## config.mk

```make
export PLATFORM = sky130hd
export DESIGN_NAME = addr_latch_colinc
export DESIGN_NICKNAME = d
export VERILOG_FILES = /design/src/rtl/al_pkg.sv /design/src/rtl/al_gate.sv /design/src/rtl/al_field_reg.sv /design/src/rtl/al_col_counter.sv /design/src/rtl/addr_latch_colinc.sv
export SDC_FILE = /design/constraint.sdc
export NUM_CORES = 1
export LEC_CHECK = 0
export ABC_AREA = 1
export CORE_ASPECT_RATIO = 1.2
export CORE_UTILIZATION = 40
export DETAILED_ROUTE_END_ITERATION = 12
export HOLD_SLACK_MARGIN = 0.05
export MAX_ROUTING_LAYER = met4
export PLACE_DENSITY = 0.71
export SETUP_SLACK_MARGIN = 0.3
export SYNTH_ARGS = -nofsm -noshare
export SYNTH_HDL_FRONTEND = slang
export SYNTH_SLANG_ARGS = --single-unit
```

## constraint.sdc

```tcl
create_clock -name clk -period 1.8 [get_ports clk]
set_input_delay 0.27 -clock clk [delete_from_list [all_inputs] [get_ports clk]]
set_output_delay 0.27 -clock clk [all_outputs]
set_load 0.1 [all_outputs]
```

## src/rtl/al_pkg.sv

```systemverilog
// Package: shared types for the address latch block.
// Assumes: nothing beyond IEEE 1800-2017.
package al_pkg;

    // Strobe convention chosen by the strobe_mode pin.
    typedef enum logic {
        SEL_ALE = 1'b0,   // latch open while ale is high
        SEL_ADS = 1'b1    // latch closed while ads is high
    } strobe_sel_e;

endpackage

```

## src/rtl/al_gate.sv

```systemverilog
// Module: al_gate
// Decides, from the configuration and strobes, whether the latch is open
// (transparent) this cycle, whether the held column may step, and whether
// the step input is being used as a refresh-extend request instead.
// Assumes: all inputs are synchronous to the block clock.
module al_gate
    import al_pkg::*;
(
    input  strobe_sel_e mode,
    input  logic        latch_en,
    input  logic        ale,
    input  logic        ads,
    input  logic        col_inc,
    input  logic        refresh_busy,
    output logic        open,
    output logic        step_col,
    output logic        extend_refresh
);

    logic strobe_open;

    // Purpose: translate the selected strobe convention into "latch open".
    always_comb begin
        unique case (mode)
            SEL_ALE: strobe_open = ale;
            SEL_ADS: strobe_open = ~ads;
            default: strobe_open = 1'b0;
        endcase
    end

    // Purpose: pass-through overrides the strobe; the column steps only while closed.
    always_comb begin
        open           = ~latch_en | strobe_open;
        step_col       = ~open & col_inc & ~refresh_busy;
        extend_refresh = col_inc & refresh_busy;
    end

endmodule

```

## src/rtl/al_field_reg.sv

```systemverilog
// Module: al_field_reg
// Holding register for one address field (row or bank). Loads the raw
// field while the latch is open and keeps its value otherwise.
// Assumes: synchronous active-low reset; load is a clean synchronous level.
module al_field_reg #(
    parameter int W = 8
) (
    input  logic         clk,
    input  logic         rst_n,
    input  logic         load,
    input  logic [W-1:0] d,
    output logic [W-1:0] q
);

    // Purpose: clear on reset, sample while open, hold while closed.
    always_ff @(posedge clk) begin
        if (!rst_n)    q <= '0;
        else if (load) q <= d;
    end

    AST_FIELD_HOLD: assert property (@(posedge clk) disable iff (!rst_n)
        !load |=> $stable(q));

    AST_FIELD_RESET: assert property (@(posedge clk)
        !rst_n |=> (q == '0));

endmodule

```

## src/rtl/al_col_counter.sv

```systemverilog
// Module: al_col_counter
// Holding register for the column field with a wrap-around step. A load
// takes priority over a step; stepping from all ones returns to zero.
// Assumes: load and step come from al_gate and are never both high.
module al_col_counter #(
    parameter int W = 10
) (
    input  logic         clk,
    input  logic         rst_n,
    input  logic         load,
    input  logic         step,
    input  logic [W-1:0] d,
    output logic [W-1:0] q
);

    localparam logic [W-1:0] TOP_VAL = {W{1'b1}};
    localparam logic [W-1:0] ONE_VAL = {{(W-1){1'b0}}, 1'b1};

    logic [W-1:0] q_next_step;

    // Purpose: next column on a step, wrapping from TOP_VAL to zero.
    always_comb begin
        if (q == TOP_VAL) q_next_step = '0;
        else              q_next_step = q + ONE_VAL;
    end

    // Purpose: clear on reset, load while open, step while closed.
    always_ff @(posedge clk) begin
        if (!rst_n)    q <= '0;
        else if (load) q <= d;
        else if (step) q <= q_next_step;
    end

    AST_COL_STEP: assert property (@(posedge clk) disable iff (!rst_n)
        (step && !load && q != TOP_VAL) |=> (q == $past(q) + ONE_VAL));

    AST_COL_WRAP: assert property (@(posedge clk) disable iff (!rst_n)
        (step && !load && q == TOP_VAL) |=> (q == '0));

    AST_COL_IDLE: assert property (@(posedge clk) disable iff (!rst_n)
        (!step && !load) |=> $stable(q));

    AST_COL_RESET: assert property (@(posedge clk)
        !rst_n |=> (q == '0));

endmodule

```

## src/rtl/addr_latch_colinc.sv

```systemverilog
// Module: addr_latch_colinc (top)
// Programmable address latch for a video DRAM controller. Holds row,
// column and bank; in pass-through or while the strobe keeps the latch open,
// the outputs show the raw inputs directly. While closed, col_inc steps the
// held column unless a refresh is running, in which case it raises
// extend_refresh instead.
// Assumes: inputs are synchronous to clk; reset is synchronous, active low.
module addr_latch_colinc
    import al_pkg::*;
#(
    parameter int ROW_W  = 10,
    parameter int COL_W  = 10,
    parameter int BANK_W = 2
) (
    input  logic              clk,
    input  logic              rst_n,
    input  logic              strobe_mode,
    input  logic              latch_en,
    input  logic              ale,
    input  logic              ads,
    input  logic              col_inc,
    input  logic              refresh_busy,
    input  logic [ROW_W-1:0]  row_in,
    input  logic [COL_W-1:0]  col_in,
    input  logic [BANK_W-1:0] bank_in,
    output logic [ROW_W-1:0]  row_out,
    output logic [COL_W-1:0]  col_out,
    output logic [BANK_W-1:0] bank_out,
    output logic              extend_refresh
);

    localparam int ADDR_W = ROW_W + COL_W + BANK_W;

    strobe_sel_e       mode;
    logic              open;
    logic              step_col;
    logic [ROW_W-1:0]  row_held;
    logic [COL_W-1:0]  col_held;
    logic [BANK_W-1:0] bank_held;
    logic [ADDR_W-1:0] raw_bus;
    logic [ADDR_W-1:0] held_bus;
    logic [ADDR_W-1:0] out_bus;

    // Purpose: give the raw mode pin its enumerated meaning.
    always_comb mode = strobe_sel_e'(strobe_mode);

    al_gate u_gate (
        .mode           (mode),
        .latch_en       (latch_en),
        .ale            (ale),
        .ads            (ads),
        .col_inc        (col_inc),
        .refresh_busy   (refresh_busy),
        .open           (open),
        .step_col       (step_col),
        .extend_refresh (extend_refresh)
    );

    al_field_reg #(.W(ROW_W)) u_row (
        .clk   (clk),
        .rst_n (rst_n),
        .load  (open),
        .d     (row_in),
        .q     (row_held)
    );

    al_col_counter #(.W(COL_W)) u_col (
        .clk   (clk),
        .rst_n (rst_n),
        .load  (open),
        .step  (step_col),
        .d     (col_in),
        .q     (col_held)
    );

    al_field_reg #(.W(BANK_W)) u_bank (
        .clk   (clk),
        .rst_n (rst_n),
        .load  (open),
        .d     (bank_in),
        .q     (bank_held)
    );

    // Purpose: pack raw and held fields into one bus for the output select.
    always_comb begin
        raw_bus  = {bank_in, row_in, col_in};
        held_bus = {bank_held, row_held, col_held};
    end

    // Purpose: per-bit output select; open shows the raw address directly.
    for (genvar b = 0; b < ADDR_W; b++) begin : g_out_sel
        always_comb out_bus[b] = open ? raw_bus[b] : held_bus[b];
    end

    // Purpose: split the selected bus back into the output fields.
    always_comb begin
        col_out  = out_bus[COL_W-1:0];
        row_out  = out_bus[COL_W +: ROW_W];
        bank_out = out_bus[COL_W+ROW_W +: BANK_W];
    end

    AST_PASS_LOADS: assert property (@(posedge clk) disable iff (!rst_n)
        !latch_en |=> (row_held == $past(row_in) && col_held == $past(col_in)
                       && bank_held == $past(bank_in)));

    AST_ALE_SAMPLES: assert property (@(posedge clk) disable iff (!rst_n)
        (latch_en && !strobe_mode && ale) |=> (col_held == $past(col_in)
                                              && row_held == $past(row_in)));

    AST_ADS_SAMPLES: assert property (@(posedge clk) disable iff (!rst_n)
        (latch_en && strobe_mode && !ads) |=> (col_held == $past(col_in)
                                              && row_held == $past(row_in)));

    AST_REFRESH_FREEZE: assert property (@(posedge clk) disable iff (!rst_n)
        (latch_en && !open && col_inc && refresh_busy) |=> $stable(col_held));

    AST_EXTEND_QUIET: assert property (@(posedge clk) disable iff (!rst_n)
        !col_inc |-> !extend_refresh);

endmodule

```

==> impl_metrics.ini <==
[die]
rows = 23
die-area_sq_um = 3793
dieWidth_microns = 56.39
initial_core_util_pct = 42.18
die_h_microns = 67.27
core_area_sq_um = 3367
ios = 53

[worst_setup_path]
cp.arrival_ns = 1.23
critPathMaxFanout = 7
r2r_start = u_col.q[0]
r2r-end = u_col.q[8]
critPathCaptureType = primary output
reg2reg_depth = 8
critPathLaunchType = primary input
worst_ep_required_time_ns = 1.53
crit_type = in2out
r2r_setup_slack_ns = 0.41

[outcome]
outcome = complete, no violations

[power_and_ir_drop]
switching_power_uw = 849.2
ir_drop_mv = 0.4708
power.leakage_uw = 0.001338
p_int_uw = 1145
finalPower_uw = 1994
p_seq_share_pct = 27.4
switching_share_pct = 42.58
power_density_nw_per_um2 = 693.5
clkPwrFrac_pct = 18.5
combPwrFrac_pct = 54.1

[synth]
seq_area_frac_synth_pct = 31.01
synth_xor_xnor_area_share_pct = 0.6167
synth_area_per_cell_sq_um = 6.544
netlist.area_leader.share_pct = 31.01
synth_top_family_by_area = simple AND/OR/NAND/NOR gates
synthSimpleGateAreaFrac_pct = 28.02
synth_area_leaders = dfxtp_1, inv_1, nand2_1
syn_nets = 248
ys_types = 28
synthesis.area_sq_um = 1420
yosys_register_bits = 22
synth_top_cell_by_area = dfxtp_1
muxShareOfSynthArea_pct = 0
synth_warnings = 0
synthAdderAreaFrac_pct = 0.8811
syn_inst = 217
synth_compound_area_share_pct = 21.59

[global_routing]
grt_pass1_vias = 1673
grt_start_max_net_pins = 20
track_usage_pct = 24.24
antenna_found_initial = 0
overflow = 0
grt_pass1_wl_mm = 7.100

[layout]
antennaDiodeCount = 0
instances_no_fill = 329
area_growth_pct = 102.5
multi_input_area_sq_um = 1041
fillCellCount = 200
seqCellArea_sq_um = 442.9
nets = 324
drive_above_1_share_pct = 47.26
final_core_util_pct = 85.40

[timing]
slew_headroom_pct = 82.71
period_share_pct = 83.40
tightest_slew_ns = 0.2591
min_period_ns = 1.501
setup_tns_ns = 0
fmax_mhz = 666.1
slew_viol_final = 0
hold_violations = 0
fin_skew_ns = 0.001045
rsz0062_at_grt = true
setup_viol_count_final = 0

[cts]
cts_tree = yes
clockBufferDepth = 2
htree_levels = 1
numCtsBuffers = 3
root_buffer = clkbuf_8
clk_transition_reported_paths_ns = 0.08
ctsHoldBuffers = 0
numClockSinks = 22
clock_latency_ns = 0.26

[routing]
wl_mm = 4.304
via_count = 1632
detail-route-antenna-nets = 0
first_iter_violations = 35
viasPerCell = 4.960
drc = 0
wire_per_inst_microns = 13.08
first_pass_iters = 4

[hold_path]
whs_path_depth = 5
worstHoldStart = row_in[2]
min-delay-path-class = in2reg
whs_endpoint = u_row.q[2]

[placement]
place_hpwl_mm = 2.993
port_buffers = 52
place_inst = 319
place.gp.congestion = 0.8924

[job]
maxCapViolations = 0
[cell type report]
cell class | count | area share [%]
multi-input cells | 131 | 36.21
repair buffers | 78 | 36.81
flip-flops and latches | 22 | 15.40
well taps | 37 | 1.610
inverters | 57 | 8.050
clock buffers | 4 | 1.915
[power groups by stage]
| stage | clock network, uW | logic (uW) | registers [uW] |
|---|---|---|---|
| after floorplan | 0 | 659 | 551 |
| after global routing | 396 | 1120 | 552 |
| after CTS | 379 | 1070 | 545 |
| final | 369 | 1080 | 546 |
| after detailed placement | 0 | 1030 | 557 |
| after global placement | 0 | 1020 | 555 |
[placed cells by master, fill, tap and decap left out, types with 12 or more instances in the layout]
master and count:
nand2_2 19, buf_12 27, a21oi_4 12, inv_1 35
inv_2 18, buf_4 19, a211oi_1 12, dfxtp_1 20
nand2_1 22, clkdlybuf4s50_1 20
[synthesized netlist by cell type, drive strengths merged]
master / instances
a21boi: 4
o21bai: 1
inv: 56
buf: 7
dfxtp: 22
nand4: 5
o21ai: 15
nor2: 14
a21oi: 18
nand2: 48
nand3: 10
xor2: 1
ha: 1
a31oi: 1
or2: 1
clkinv: 1
a211oi: 12
[timing repair]
item | 4_1_cts | 5_1_grt
resized for setup | 33 | 16
pin swaps | 5 | 5
gates cloned | 2 | 0
setup buffers | 2 | 2
setup endpoints to repair | 38 | 16
[critical path: stages]
cell and delay [ns]:
buf_8 0.08, inv_4 0.03, nand2_4 0.06, nand3_4 0.14, buf_6 0.17, buf_16 0.14
o21ai_4 0.14, buf_12 0.19
[through the flow]
stage | setup slack, ns | hold WS, ns | area (sq um)
2_1_floorplan | 0.2591 | 0.3676 | 1747
3_3_place_gp | -0.1818 | 0.4967 | 2675
3_5_place_dp | -0.2142 | 0.5075 | 2675
4_1_cts | 0.2758 | 0.5209 | 2828
5_1_grt | 0.2693 | 0.3974 | 2875
6_report | 0.2988 | 0.3773 | 2875
[sequential cells by signal, indices dropped and copies added, names as in the netlist]
name / flops
u_col.q: 10
u_row.q: 10
u_bank.q: 2
[logic make-up after synthesis]
logic type                 after synthesis
and+or+nand+nor                         78
xor gates and xnor gates                 1
AOI/OAI and AO/OA                       51
adders and majority gates                1
DFF                                     22
buffers and inverters                   64
[worst max path at each step]
stage | end | startpoint | depth (start not counted) | slack [ns]
global route | col_out[9] | strobe_mode | 8 | 0.27
CTS | col_out[3] | ads | 8 | 0.28
global placement | row_out[9] | ads | 9 | -0.18
detailed placement | u_col.q[0] | ads | 9 | -0.21
floorplan | bank_out[0] | ads | 7 | 0.26
finish | col_out[3] | strobe_mode | 8 | 0.30
[metal layers]
layer / wire length, microns / vias to the layer above / GRT usage (%)
li1: - / 827 / -
met1: 1720 / 749 / 25.17
met2: 2368 / 47 / 47.17
met3: 138 / 9 / 2.682
met4: 77 / 0 / 9.146
met5: 0 / - / -
Note: power is estimated with default switching activity, not from simulation.
